--- config.mk ---
export PLATFORM = sky130hd
export DESIGN_NAME = spi_port
export DESIGN_NICKNAME = d
export VERILOG_FILES = /design/src/rtl/spi_port_pkg.sv /design/src/rtl/spi_sync.sv /design/src/rtl/spi_nss_filter.sv /design/src/rtl/spi_master_engine.sv /design/src/rtl/spi_slave_engine.sv /design/src/rtl/spi_port.sv
export SDC_FILE = /design/constraint.sdc
export NUM_CORES = 1
export LEC_CHECK = 0
export BUFFER_PORTS_ARGS = -buffer_cell sky130_fd_sc_hd__buf_2
export CAP_MARGIN = 40
export CORE_ASPECT_RATIO = 0.6
export CORE_MARGIN = 3
export CORE_UTILIZATION = 45
export CTS_BUF_LIST = sky130_fd_sc_hd__clkbuf_8
export DETAILED_ROUTE_END_ITERATION = 10
export GPL_ROUTABILITY_DRIVEN = 1
export SKIP_CTS_REPAIR_TIMING = 1
export SLEW_MARGIN = 20
export SYNTH_ARGS = -nofsm -noshare
export SYNTH_HDL_FRONTEND = slang
export SYNTH_HIERARCHICAL = 1
export SYNTH_SLANG_ARGS = --single-unit
--- constraint.sdc ---
create_clock -name clk -period 2 [get_ports clk]
set_input_delay 0.2 -clock clk [delete_from_list [all_inputs] [get_ports clk]]
set_output_delay 0.2 -clock clk [all_outputs]
set_load 0.02 [all_outputs]
--- src/rtl/spi_port_pkg.sv ---
package spi_port_pkg;

  localparam logic [1:0] ADDR_CFG  = 2'd0;
  localparam logic [1:0] ADDR_DATA = 2'd1;
  localparam logic [1:0] ADDR_DIV  = 2'd2;

  typedef struct packed {
    logic busy;
    logic master;
    logic cpha;
    logic cpol;
    logic slv_sel;
    logic nss_raw;
    logic sr_empty;
    logic rx_empty;
  } status_t;

  // System clocks in one SCK half period for a divider setting.
  function automatic int unsigned half_cycles(input int unsigned div);
    return div + 1;
  endfunction

  // SCK level from polarity, phase, activity and the half of the bit.
  function automatic logic sck_level(input logic cpol, input logic cpha,
                                     input logic active, input logic half);
    return cpol ^ (active & (cpha ? ~half : half));
  endfunction

  // True when an edge of the given kind is the data-valid edge.
  function automatic logic edge_is_sample(input logic cpha, input logic leading);
    return cpha ? ~leading : leading;
  endfunction

endpackage

--- src/rtl/spi_sync.sv ---
module spi_sync #(
  parameter int              W       = 1,
  parameter int              STAGES  = 2,
  parameter logic [W-1:0]    RST_VAL = '0
) (
  input  logic         clk,
  input  logic         rst_n,
  input  logic [W-1:0] d,
  output logic [W-1:0] q
);
  logic [W-1:0] chain [STAGES];

  always_ff @(posedge clk or negedge rst_n) begin
    if (!rst_n) chain[0] <= RST_VAL;
    else        chain[0] <= d;
  end

  for (genvar s = 1; s < STAGES; s++) begin : g_stage
    always_ff @(posedge clk or negedge rst_n) begin
      if (!rst_n) chain[s] <= RST_VAL;
      else        chain[s] <= chain[s-1];
    end
  end

  assign q = chain[STAGES-1];
endmodule

--- src/rtl/spi_nss_filter.sv ---
module spi_nss_filter #(
  parameter int TAPS = 3
) (
  input  logic            clk,
  input  logic            rst_n,
  input  logic            din,
  output logic            filt,
  output logic [TAPS-1:0] hist
);
  logic filt_d;

  always_comb begin
    if (&hist)       filt_d = 1'b1;
    else if (~|hist) filt_d = 1'b0;
    else             filt_d = filt;
  end

  always_ff @(posedge clk or negedge rst_n) begin
    if (!rst_n) begin
      hist <= '1;
      filt <= 1'b1;
    end else begin
      hist <= {hist[TAPS-2:0], din};
      filt <= filt_d;
    end
  end
endmodule

--- src/rtl/spi_master_engine.sv ---
module spi_master_engine
  import spi_port_pkg::*;
#(
  parameter int DATA_W = 8,
  parameter int DIV_W  = 8
) (
  input  logic              clk,
  input  logic              rst_n,
  input  logic              start,
  input  logic [DATA_W-1:0] tx_byte,
  input  logic [DIV_W-1:0]  div,
  input  logic              cpol,
  input  logic              cpha,
  input  logic              miso_i,
  output logic              busy,
  output logic              sck_o,
  output logic              mosi_o,
  output logic              half_tick,
  output logic              done,
  output logic [DATA_W-1:0] rx_byte
);
  localparam int CNT_W = $clog2(DATA_W);
  localparam logic [CNT_W-1:0] LAST = CNT_W'(DATA_W - 1);

  logic [DIV_W-1:0]  cnt_q;
  logic              half_q;
  logic [CNT_W-1:0]  bit_q;
  logic [DATA_W-1:0] txs_q;
  logic [DATA_W-1:0] rxs_q;
  logic              bit_end;

  assign half_tick = busy && (cnt_q == div);
  assign bit_end   = half_tick && half_q;
  assign done      = bit_end && (bit_q == LAST);
  assign rx_byte   = {rxs_q[DATA_W-2:0], miso_i};
  assign sck_o     = sck_level(cpol, cpha, busy, half_q);
  assign mosi_o    = txs_q[DATA_W-1];

  always_ff @(posedge clk or negedge rst_n) begin
    if (!rst_n) begin
      busy   <= 1'b0;
      cnt_q  <= '0;
      half_q <= 1'b0;
      bit_q  <= '0;
      txs_q  <= '0;
      rxs_q  <= '0;
    end else if (start && !busy) begin
      busy   <= 1'b1;
      cnt_q  <= '0;
      half_q <= 1'b0;
      bit_q  <= '0;
      txs_q  <= tx_byte;
    end else if (busy) begin
      if (half_tick) begin
        cnt_q  <= '0;
        half_q <= ~half_q;
      end else begin
        cnt_q <= cnt_q + 1'b1;
      end
      if (bit_end) begin
        rxs_q <= {rxs_q[DATA_W-2:0], miso_i};
        txs_q <= {txs_q[DATA_W-2:0], 1'b0};
        bit_q <= bit_q + 1'b1;
        if (bit_q == LAST) busy <= 1'b0;
      end
    end
  end
endmodule

--- src/rtl/spi_slave_engine.sv ---
module spi_slave_engine
  import spi_port_pkg::*;
#(
  parameter int DATA_W = 8
) (
  input  logic              clk,
  input  logic              rst_n,
  input  logic              enable,
  input  logic              sel,
  input  logic              sck_s,
  input  logic              mosi_s,
  input  logic              cpol,
  input  logic              cpha,
  input  logic              load,
  input  logic [DATA_W-1:0] tx_byte,
  output logic              busy,
  output logic              miso_o,
  output logic              start,
  output logic              done,
  output logic [DATA_W-1:0] rx_byte
);
  localparam int CNT_W = $clog2(DATA_W);
  localparam logic [CNT_W-1:0] LAST = CNT_W'(DATA_W - 1);

  logic              sck_prev;
  logic [CNT_W-1:0]  bit_q;
  logic [DATA_W-1:0] txs_q;
  logic [DATA_W-1:0] rxs_q;
  logic              act, edge_seen, leading, sample_kind, sample, shift;

  assign act         = enable && sel;
  assign edge_seen   = sck_s != sck_prev;
  assign leading     = sck_s != cpol;
  assign sample_kind = edge_is_sample(cpha, leading);
  assign start       = act && edge_seen && leading && !busy;
  assign sample      = act && edge_seen && sample_kind && (busy || start);
  assign shift       = act && edge_seen && !sample_kind && busy;
  assign done        = sample && (bit_q == LAST);
  assign rx_byte     = {rxs_q[DATA_W-2:0], mosi_s};
  assign miso_o      = txs_q[DATA_W-1];

  always_ff @(posedge clk or negedge rst_n) begin
    if (!rst_n) sck_prev <= 1'b0;
    else        sck_prev <= sck_s;
  end

  always_ff @(posedge clk or negedge rst_n) begin
    if (!rst_n) begin
      busy  <= 1'b0;
      bit_q <= '0;
      rxs_q <= '0;
    end else if (!act) begin
      busy  <= 1'b0;
      bit_q <= '0;
    end else begin
      if (start) busy <= 1'b1;
      if (sample) begin
        rxs_q <= rx_byte;
        if (bit_q == LAST) begin
          busy  <= 1'b0;
          bit_q <= '0;
        end else begin
          bit_q <= bit_q + 1'b1;
        end
      end
    end
  end

  always_ff @(posedge clk or negedge rst_n) begin
    if (!rst_n)     txs_q <= '0;
    else if (load)  txs_q <= tx_byte;
    else if (shift) txs_q <= {txs_q[DATA_W-2:0], 1'b0};
  end
endmodule

--- src/rtl/spi_port.sv ---
module spi_port
  import spi_port_pkg::*;
#(
  parameter int DATA_W      = 8,
  parameter int DIV_W       = 8,
  parameter int SYNC_STAGES = 2,
  parameter int FILT_TAPS   = 3
) (
  input  logic              clk,
  input  logic              rst_n,
  input  logic              wr_en,
  input  logic              rd_en,
  input  logic [1:0]        addr,
  input  logic [DATA_W-1:0] wdata,
  output logic [DATA_W-1:0] rdata,
  output logic              sck_o,
  output logic              sck_oe,
  input  logic              sck_i,
  output logic              mosi_o,
  output logic              mosi_oe,
  input  logic              mosi_i,
  output logic              miso_o,
  output logic              miso_oe,
  input  logic              miso_i,
  input  logic              nss_i
);
  // Host register state
  logic              cfg_master, cfg_cpha, cfg_cpol;
  logic [DIV_W-1:0]  div_q;
  logic [DATA_W-1:0] tx_buf, rx_buf;
  logic              tx_full, rx_valid, sr_empty_q;

  // Decoded host events
  logic wr_cfg, wr_data, wr_div, rd_data;
  assign wr_cfg  = wr_en && (addr == ADDR_CFG);
  assign wr_data = wr_en && (addr == ADDR_DATA);
  assign wr_div  = wr_en && (addr == ADDR_DIV);
  assign rd_data = rd_en && (addr == ADDR_DATA);

  // Pin conditioning
  logic nss_s, sck_s, mosi_s, nss_filt, slv_sel;
  logic [FILT_TAPS-1:0] nss_hist;

  spi_sync #(.W(1), .STAGES(SYNC_STAGES), .RST_VAL(1'b1)) u_nss_sync (
    .clk(clk), .rst_n(rst_n), .d(nss_i), .q(nss_s)
  );

  spi_sync #(.W(2), .STAGES(SYNC_STAGES), .RST_VAL(2'b00)) u_pin_sync (
    .clk(clk), .rst_n(rst_n), .d({sck_i, mosi_i}), .q({sck_s, mosi_s})
  );

  spi_nss_filter #(.TAPS(FILT_TAPS)) u_nss_filter (
    .clk(clk), .rst_n(rst_n), .din(nss_s), .filt(nss_filt), .hist(nss_hist)
  );

  assign slv_sel = ~nss_filt;

  // Master engine
  logic              m_start, m_busy, m_sck, m_mosi, m_half_tick, m_done;
  logic [DATA_W-1:0] m_rx_byte;
  assign m_start = wr_data && cfg_master && !m_busy;

  spi_master_engine #(.DATA_W(DATA_W), .DIV_W(DIV_W)) u_master (
    .clk(clk), .rst_n(rst_n), .start(m_start), .tx_byte(wdata), .div(div_q),
    .cpol(cfg_cpol), .cpha(cfg_cpha), .miso_i(miso_i), .busy(m_busy),
    .sck_o(m_sck), .mosi_o(m_mosi), .half_tick(m_half_tick), .done(m_done),
    .rx_byte(m_rx_byte)
  );

  // Slave engine
  logic              s_load, s_busy, s_miso, s_start, s_done;
  logic [DATA_W-1:0] s_rx_byte;
  assign s_load = tx_full && !s_busy && !cfg_master;

  spi_slave_engine #(.DATA_W(DATA_W)) u_slave (
    .clk(clk), .rst_n(rst_n), .enable(!cfg_master), .sel(slv_sel),
    .sck_s(sck_s), .mosi_s(mosi_s), .cpol(cfg_cpol), .cpha(cfg_cpha),
    .load(s_load), .tx_byte(tx_buf), .busy(s_busy), .miso_o(s_miso),
    .start(s_start), .done(s_done), .rx_byte(s_rx_byte)
  );

  // Configuration and divider
  always_ff @(posedge clk or negedge rst_n) begin
    if (!rst_n) begin
      cfg_master <= 1'b0;
      cfg_cpha   <= 1'b0;
      cfg_cpol   <= 1'b0;
      div_q      <= '0;
    end else begin
      if (wr_cfg) begin
        cfg_master <= wdata[6];
        cfg_cpha   <= wdata[5];
        cfg_cpol   <= wdata[4];
      end
      if (wr_div) div_q <= wdata[DIV_W-1:0];
    end
  end

  // Transmit buffer and shift-register-empty flag
  always_ff @(posedge clk or negedge rst_n) begin
    if (!rst_n) begin
      tx_buf     <= '0;
      tx_full    <= 1'b0;
      sr_empty_q <= 1'b1;
    end else begin
      if (s_load) tx_full <= 1'b0;
      if (wr_data && !cfg_master) begin
        tx_buf  <= wdata;
        tx_full <= 1'b1;
      end
      if (s_load || s_start)       sr_empty_q <= 1'b0;
      else if (s_done && !tx_full) sr_empty_q <= 1'b1;
    end
  end

  // Receive buffer
  always_ff @(posedge clk or negedge rst_n) begin
    if (!rst_n) begin
      rx_buf   <= '0;
      rx_valid <= 1'b0;
    end else begin
      if (m_done) rx_buf <= m_rx_byte;
      if (s_done) begin
        rx_buf   <= s_rx_byte;
        rx_valid <= 1'b1;
      end else if (rd_data) begin
        rx_valid <= 1'b0;
      end
    end
  end

  // Status and read mux
  status_t status_q;
  logic    st_sr_empty, st_rx_empty, st_busy;
  assign st_busy     = cfg_master ? m_busy : s_busy;
  assign st_sr_empty = cfg_master | sr_empty_q;
  assign st_rx_empty = cfg_master | ~rx_valid;

  always_comb begin
    status_q.busy     = st_busy;
    status_q.master   = cfg_master;
    status_q.cpha     = cfg_cpha;
    status_q.cpol     = cfg_cpol;
    status_q.slv_sel  = slv_sel;
    status_q.nss_raw  = nss_i;
    status_q.sr_empty = st_sr_empty;
    status_q.rx_empty = st_rx_empty;
  end

  always_comb begin
    case (addr)
      ADDR_CFG:  rdata = DATA_W'(status_q);
      ADDR_DATA: rdata = rx_buf;
      ADDR_DIV:  rdata = DATA_W'(div_q);
      default:   rdata = '0;
    endcase
  end

  // Pins
  assign sck_o   = cfg_master ? m_sck : cfg_cpol;
  assign sck_oe  = cfg_master;
  assign mosi_o  = m_mosi;
  assign mosi_oe = cfg_master;
  assign miso_o  = s_miso;
  assign miso_oe = !cfg_master && slv_sel;
endmodule

==> impl_metrics.tcl, run 1 <==
set metrics [dict create \
    run_status "finished clean" \
    dr.first_iter.drc_count 262 \
    num_io_pins 32 \
    cp.arrival_ps 2160 \
    wl_per_cell_um 16.9 \
    ant_nets 0 \
    portBuffers 31 \
    grt_pass1_wl_um 16300 \
    clock_skew_ps 11.5 \
    power.switching_w 0.00186 \
    cts_sinks 88 \
    relSlewSlack_pct 66.1 \
    die_height_um 81.7 \
    finalHoldViolations 0 \
    syn_avg_cell_area_um2 10.9 \
    syn-num-nets 416 \
    grt_antenna_before_repair 0 \
    startpoint_type "flop" \
    pwr-share-seq_pct 46.3 \
    gp_congestion 0.783 \
    hold_path.class "input pin to flop" \
    crit_fanout 9 \
    die_area_um2 10800 \
    powerDensity_nw_per_um2 1110 \
    row_count 26 \
    syn_to_final_growth_pct 17.1 \
    core_area_um2 8880 \
    cap_viol_max_count 0 \
    insertion_delay_ps 360 \
    die_x_um 132 \
    worst_pin_slew_ps 503 \
    dr.pass1.iters 4 \
    grtUsageTotal_pct 19.3 \
    cp_slowest_cell "or4_4" \
    clockBufferDepth 2 \
    p_leak_nw 2.25 \
    period_minus_slack_ps 1910 \
    drive_above_1_share_pct 29.6 \
    slew_viol_final 0 \
    first_global_vias 2957 \
    dp_hpwl_um 6830 \
    cpPeakStageDelay_ps 520 \
    drcViolationCount 0 \
    p_total_w 0.00558 \
    syn-cell-area_um2 4300 \
    cts_tree "done" \
    start_util_pct 48.4 \
    drt-total-wl_um 9690 \
    cts.clk_slew.worst_paths_ps 90 \
    rsz0062_at_grt "false" \
    diodes 0 \
    synth_cells 393 \
    clkPwrFrac_pct 24.4 \
    timing.final.crit_share_pct 95.3 \
    ys_warn_count 6 \
    intPower_w 0.00372 \
    max_freq_mhz 525 \
    root_buffer "clkbuf_8" \
    finalNetCount 467 \
    path_delay_family "simple AND/OR/NAND/NOR gates" \
    fin_util_pct 56.7 \
    cts-buffers-inserted 9 \
    cp_cell_sequence "xnor2_1 -> nand4_1 -> or4_4 -> buf_4 -> mux2_4" \
    vias 3045 \
    setup_tns_ps 0 \
    switching_share_pct 33.3 \
    cts_max_level 3 \
    grt_overflow 0 \
    grt_max_degree 76 \
    worstSetupEndpointType "flop" \
    crit_required_ps 2250 \
    criticalPathCategory "flop to flop" \
    final-setup-viol-count 0 \
    path_buf_inv 1 \
    comb_power_share_pct 29.3 \
    vias_per_cell 5.30 \
    ir_worst_vdd_mv 0.520 \
]
[flip-flops by register name, summed over array words and instances, names as in the netlist, 2 cells and up]
register	cells
u_slave/txs_q	8
u_master/cnt_q	8
tx_buf	8
u_master/rxs_q	7
u_nss_filter/hist	3
u_master/bit_q	3
u_slave/bit_q	3
u_pin_sync/chain	2
u_slave/rxs_q	7
rx_buf	8
u_pin_sync/q	2
div_q	8
u_master/txs_q	8
[layer usage]
layer	routed length, um	track usage [%]	up-vias
li1	-	-	1491
met1	5140	30.0	1495
met2	4120	26.9	49
met3	332	4.77	10
met4	98	4.46	0
met5	0	0	-
[through the flow]
stage / hold WS [ps] / instance area [um2] / std cells / setup WS [ps]
2_1_floorplan: -95.6 / 4300 / 393 / 21.7
3_3_place_gp: 67.0 / 4720 / 552 / 85.9
3_5_place_dp: 67.0 / 4720 / 552 / 53.4
4_1_cts: -334 / 4940 / 568 / 5.81
5_1_grt: 87.5 / 5030 / 575 / 2.60
6_report: 111 / 5030 / 575 / 93.9
[cell type report]
| class | count | area, um2 |
|---|---|---|
| repair buffers | 64 | 440 |
| fillers | 773 | 3850 |
| clock buffers | 10 | 138 |
| well taps | 126 | 158 |
| inverters | 11 | 41.3 |
| clock inverters | 6 | 83.8 |
| multi-input cells | 270 | 1950 |
| flip-flops and latches | 88 | 2220 |
[power by group through the flow]
| stage | clock, W | sequential (W) | combinational [W] |
|---|---|---|---|
| 6_report | 0.00136 | 0.00258 | 0.00164 |
| 5_1_grt | 0.00148 | 0.00264 | 0.00183 |
| 4_1_cts | 0.00139 | 0.00258 | 0.00159 |
| 3_5_place_dp | 0 | 0.00261 | 0.00158 |
| 3_3_place_gp | 0 | 0.00260 | 0.00154 |
| 2_1_floorplan | 0 | 0.00253 | 0.00110 |
[worst reg2reg max path, cell delays in order, from the launching register on]
cell     delay, ps
dfrtp_2        450
xnor2_1        140
nand4_1        180
or4_4          520
buf_4          210
mux2_4         310
[placed cells by master, fill, tap and decap left out, drive strengths merged, types with 10 or more instances in the layout]
cell type,n
a21oi,16
buf,60
clkbuf,10
dfrtp,81
inv,12
mux2,35
mux2i,19
nand2,47
nand3,13
nor2,14
o21ai,35
xnor2,11
[worst paths after layout]
check                                  startpoint  cells past startpoint  slack (ps)                    to
min in group asynchronous                   rst_n                      2         220   u_pin_sync/chain[3]
worst min register to register       u_nss_sync/q                      0         350  u_nss_filter/hist[0]
worst min-delay path                       miso_i                      2         110     u_master/rxs_q[0]
worst max register to register  u_master/cnt_q[7]                      5          90     u_master/rxs_q[3]
worst max-delay path            u_master/cnt_q[7]                      5          90     u_master/rxs_q[3]
max in group asynchronous                   rst_n                      3        1110     u_master/cnt_q[0]
Power figures use the tool's default switching activity.
==> run 2: changes to the inputs <==
--- a/config.mk
+++ b/config.mk
@@ -11,7 +11,6 @@
 export CORE_MARGIN = 3
 export CORE_UTILIZATION = 45
-export CTS_BUF_LIST = sky130_fd_sc_hd__clkbuf_8
+export CTS_BUF_LIST = sky130_fd_sc_hd__clkbuf_4 sky130_fd_sc_hd__clkbuf_8
 export DETAILED_ROUTE_END_ITERATION = 10
-export GPL_ROUTABILITY_DRIVEN = 1
 export SKIP_CTS_REPAIR_TIMING = 1
 export SLEW_MARGIN = 20
==> constraint.sdc (replaced) <==
create_clock -name clk -period 2 [get_ports clk]
set_input_delay 0.4 -clock clk [delete_from_list [all_inputs] [get_ports clk]]
set_output_delay 0.4 -clock clk [all_outputs]
set_load 0.02 [all_outputs]
==> run 2 against run 1 <==
  * Clock-buffer cell count increased by 1
  * Critical endpoint is now sck_o
  * Total power down 3.4%
  * Clock skew about the same
  * Hold slack improved by 33 ps
  * Maximum frequency decreased by 4.7%
  * Non-clock buffer count is 5 higher
  * Sequential power about the same
  * Largest power group unchanged
  * Flip-flop and latch count stayed put
  * Highest routed layer unchanged
  * Combinational power is essentially flat
  * Via count rose by 0.76%
  * Final cell count is 0.87% higher
==> impl_metrics.tcl, run 2 (synthesized netlist as in run 1, its figures left out) <==
set metrics [dict create \
    postLayoutCellArea_um2 5030 \
    grt_overflow 0 \
    wl_per_cell_um 16.5 \
    hold_end "u_pin_sync/chain[2]" \
    dpl-instance-area_um2 4770 \
    grt_pass1_wl_um 15900 \
    finalNetCount 472 \
    r2r_setup_slack_ps 50 \
    clock_skew_ps 11.8 \
    first_global_vias 2925 \
    cts.clk_slew.worst_paths_ps 90 \
    cap_viol_max_count 0 \
    finalHoldViolations 0 \
    die_area_um2 10800 \
    cts_max_level 3 \
    cts-buffers-inserted 9 \
    vias_per_cell 5.29 \
    timing.final.crit_share_pct 100 \
    mostFrequentLayoutCell "dfrtp_1" \
    gp_congestion 0.862 \
    cp-startpoint "cfg_cpha" \
    regToRegEndpoint "u_master/rxs_q[4]" \
    slew_viol_final 0 \
    cts_tree "done" \
    p_leak_nw 2.26 \
    reg2reg_from "div_q[5]" \
    rsz0062_at_grt "true" \
    dr.first_iter.drc_count 284 \
    layout.cells.most_common_list "dfrtp_1 (75), nand2_1 (47), buf_4 (37)" \
    max_freq_mhz 500 \
    setup_tns_ps 0 \
    drive_above_1_share_pct 31.7 \
    hp-start "mosi_i" \
    worstSetupEndpointType "output pin" \
    dr.pass1.iters 5 \
    cp.arrival_ps 1600 \
    startpoint_type "flop" \
    diodes 0 \
    start_util_pct 48.4 \
    root_buffer "clkbuf_8" \
    hold_path.class "input pin to flop" \
    core_area_um2 8880 \
    drt-total-wl_um 9570 \
    ant_nets 0 \
    cts_sinks 88 \
    die_height_um 81.7 \
    grt_antenna_before_repair 0 \
    powerDensity_nw_per_um2 1070 \
    ir_worst_vdd_mv 0.532 \
    vias 3068 \
    final-setup-viol-count 0 \
    grt_max_degree 45 \
    relSlewSlack_pct 66.8 \
    crit_fanout 4 \
    worst_pin_slew_ps 494 \
    syn_to_final_growth_pct 17.1 \
    dp_hpwl_um 7020 \
    insertion_delay_ps 360 \
    die_x_um 132 \
    p_total_w 0.00539 \
    hold_depth 1 \
    drcViolationCount 0 \
    rr_worst_depth 5 \
    criticalPathCategory "flop to output pin" \
    grtUsageTotal_pct 18.9 \
    run_status "finished clean" \
    portBuffers 31 \
    num_io_pins 32 \
    crit_required_ps 1600 \
    row_count 26 \
    period_minus_slack_ps 2000 \
    clockBufferDepth 2 \
]
==> run 2: changes by cell type in the layout (fill, tap and decap cells not counted), moves of 2 or more <==
cell / delta
bufinv_16: -2
o21ai_1: +3
o21ai_0: -3
clkinv_4: +4
dlygate4sd3_1: -3
buf_4: +9
==> run 2: per-layer routing <==
| layer | GRT usage, % | up-vias | wire (um) |
|---|---|---|---|
| li1 | - | 1502 | - |
| met5 | 0 | - | 0 |
| met4 | 4.98 | 0 | 85 |
| met2 | 27.0 | 59 | 4090 |
| met3 | 4.47 | 9 | 392 |
| met1 | 28.8 | 1498 | 5000 |
==> run 2: area by class of cell <==
cell class / instances / area (um2)
repair buffers: 69 / 473
fillers: 784 / 3850
inverters: 11 / 41.3
flip-flops and latches: 88 / 2220
multi-input cells: 270 / 1960
clock buffers: 11 / 145
clock inverters: 5 / 42.5
well taps: 126 / 158
==> run 2: worst max-delay path: stages (launching register included) <==
cell and delay (ps):
dfrtp_2 450, xor2_1 150, nand2_1 80, xnor2_1 120
mux2_2 280, buf_2 160
==> run 2: worst max-delay path by stage <==
| stage | end | slack [ps] | cells after the start |
|---|---|---|---|
| after global routing | sck_o | -130 | 5 |
| after CTS | sck_o | -130 | 5 |
| final | sck_o | 0.3 | 5 |
| after floorplan | rx_buf[6] | 20 | 7 |
| after global placement | u_slave/rxs_q[1] | 50 | 4 |
| after detailed placement | u_slave/rxs_q[6] | 60 | 4 |
==> run 2: power by group <==
group	switching [W]	leakage [nW]	internal [W]	total, W
combinational	0.000855	1.09	0.000801	0.00166
clock	0.000631	0.0931	0.000508	0.00114
sequential	0.000376	1.08	0.00222	0.00259
total	0.00186	2.26	0.00353	0.00539
==> run 2: metrics by stage <==
| step | std cells | worst slack, ps | util (%) | hold slack (ps) |
|---|---|---|---|---|
| after floorplan | 393 | 21.7 | - | 104 |
| after global placement | 558 | 54.5 | 53.7 | 330 |
| after detailed placement | 558 | 55.7 | 53.7 | 334 |
| after CTS | 574 | -125 | 55.8 | -67.8 |
| after global routing | 580 | -127 | 56.7 | 124 |
| final | 580 | 0.291 | 56.7 | 144 |
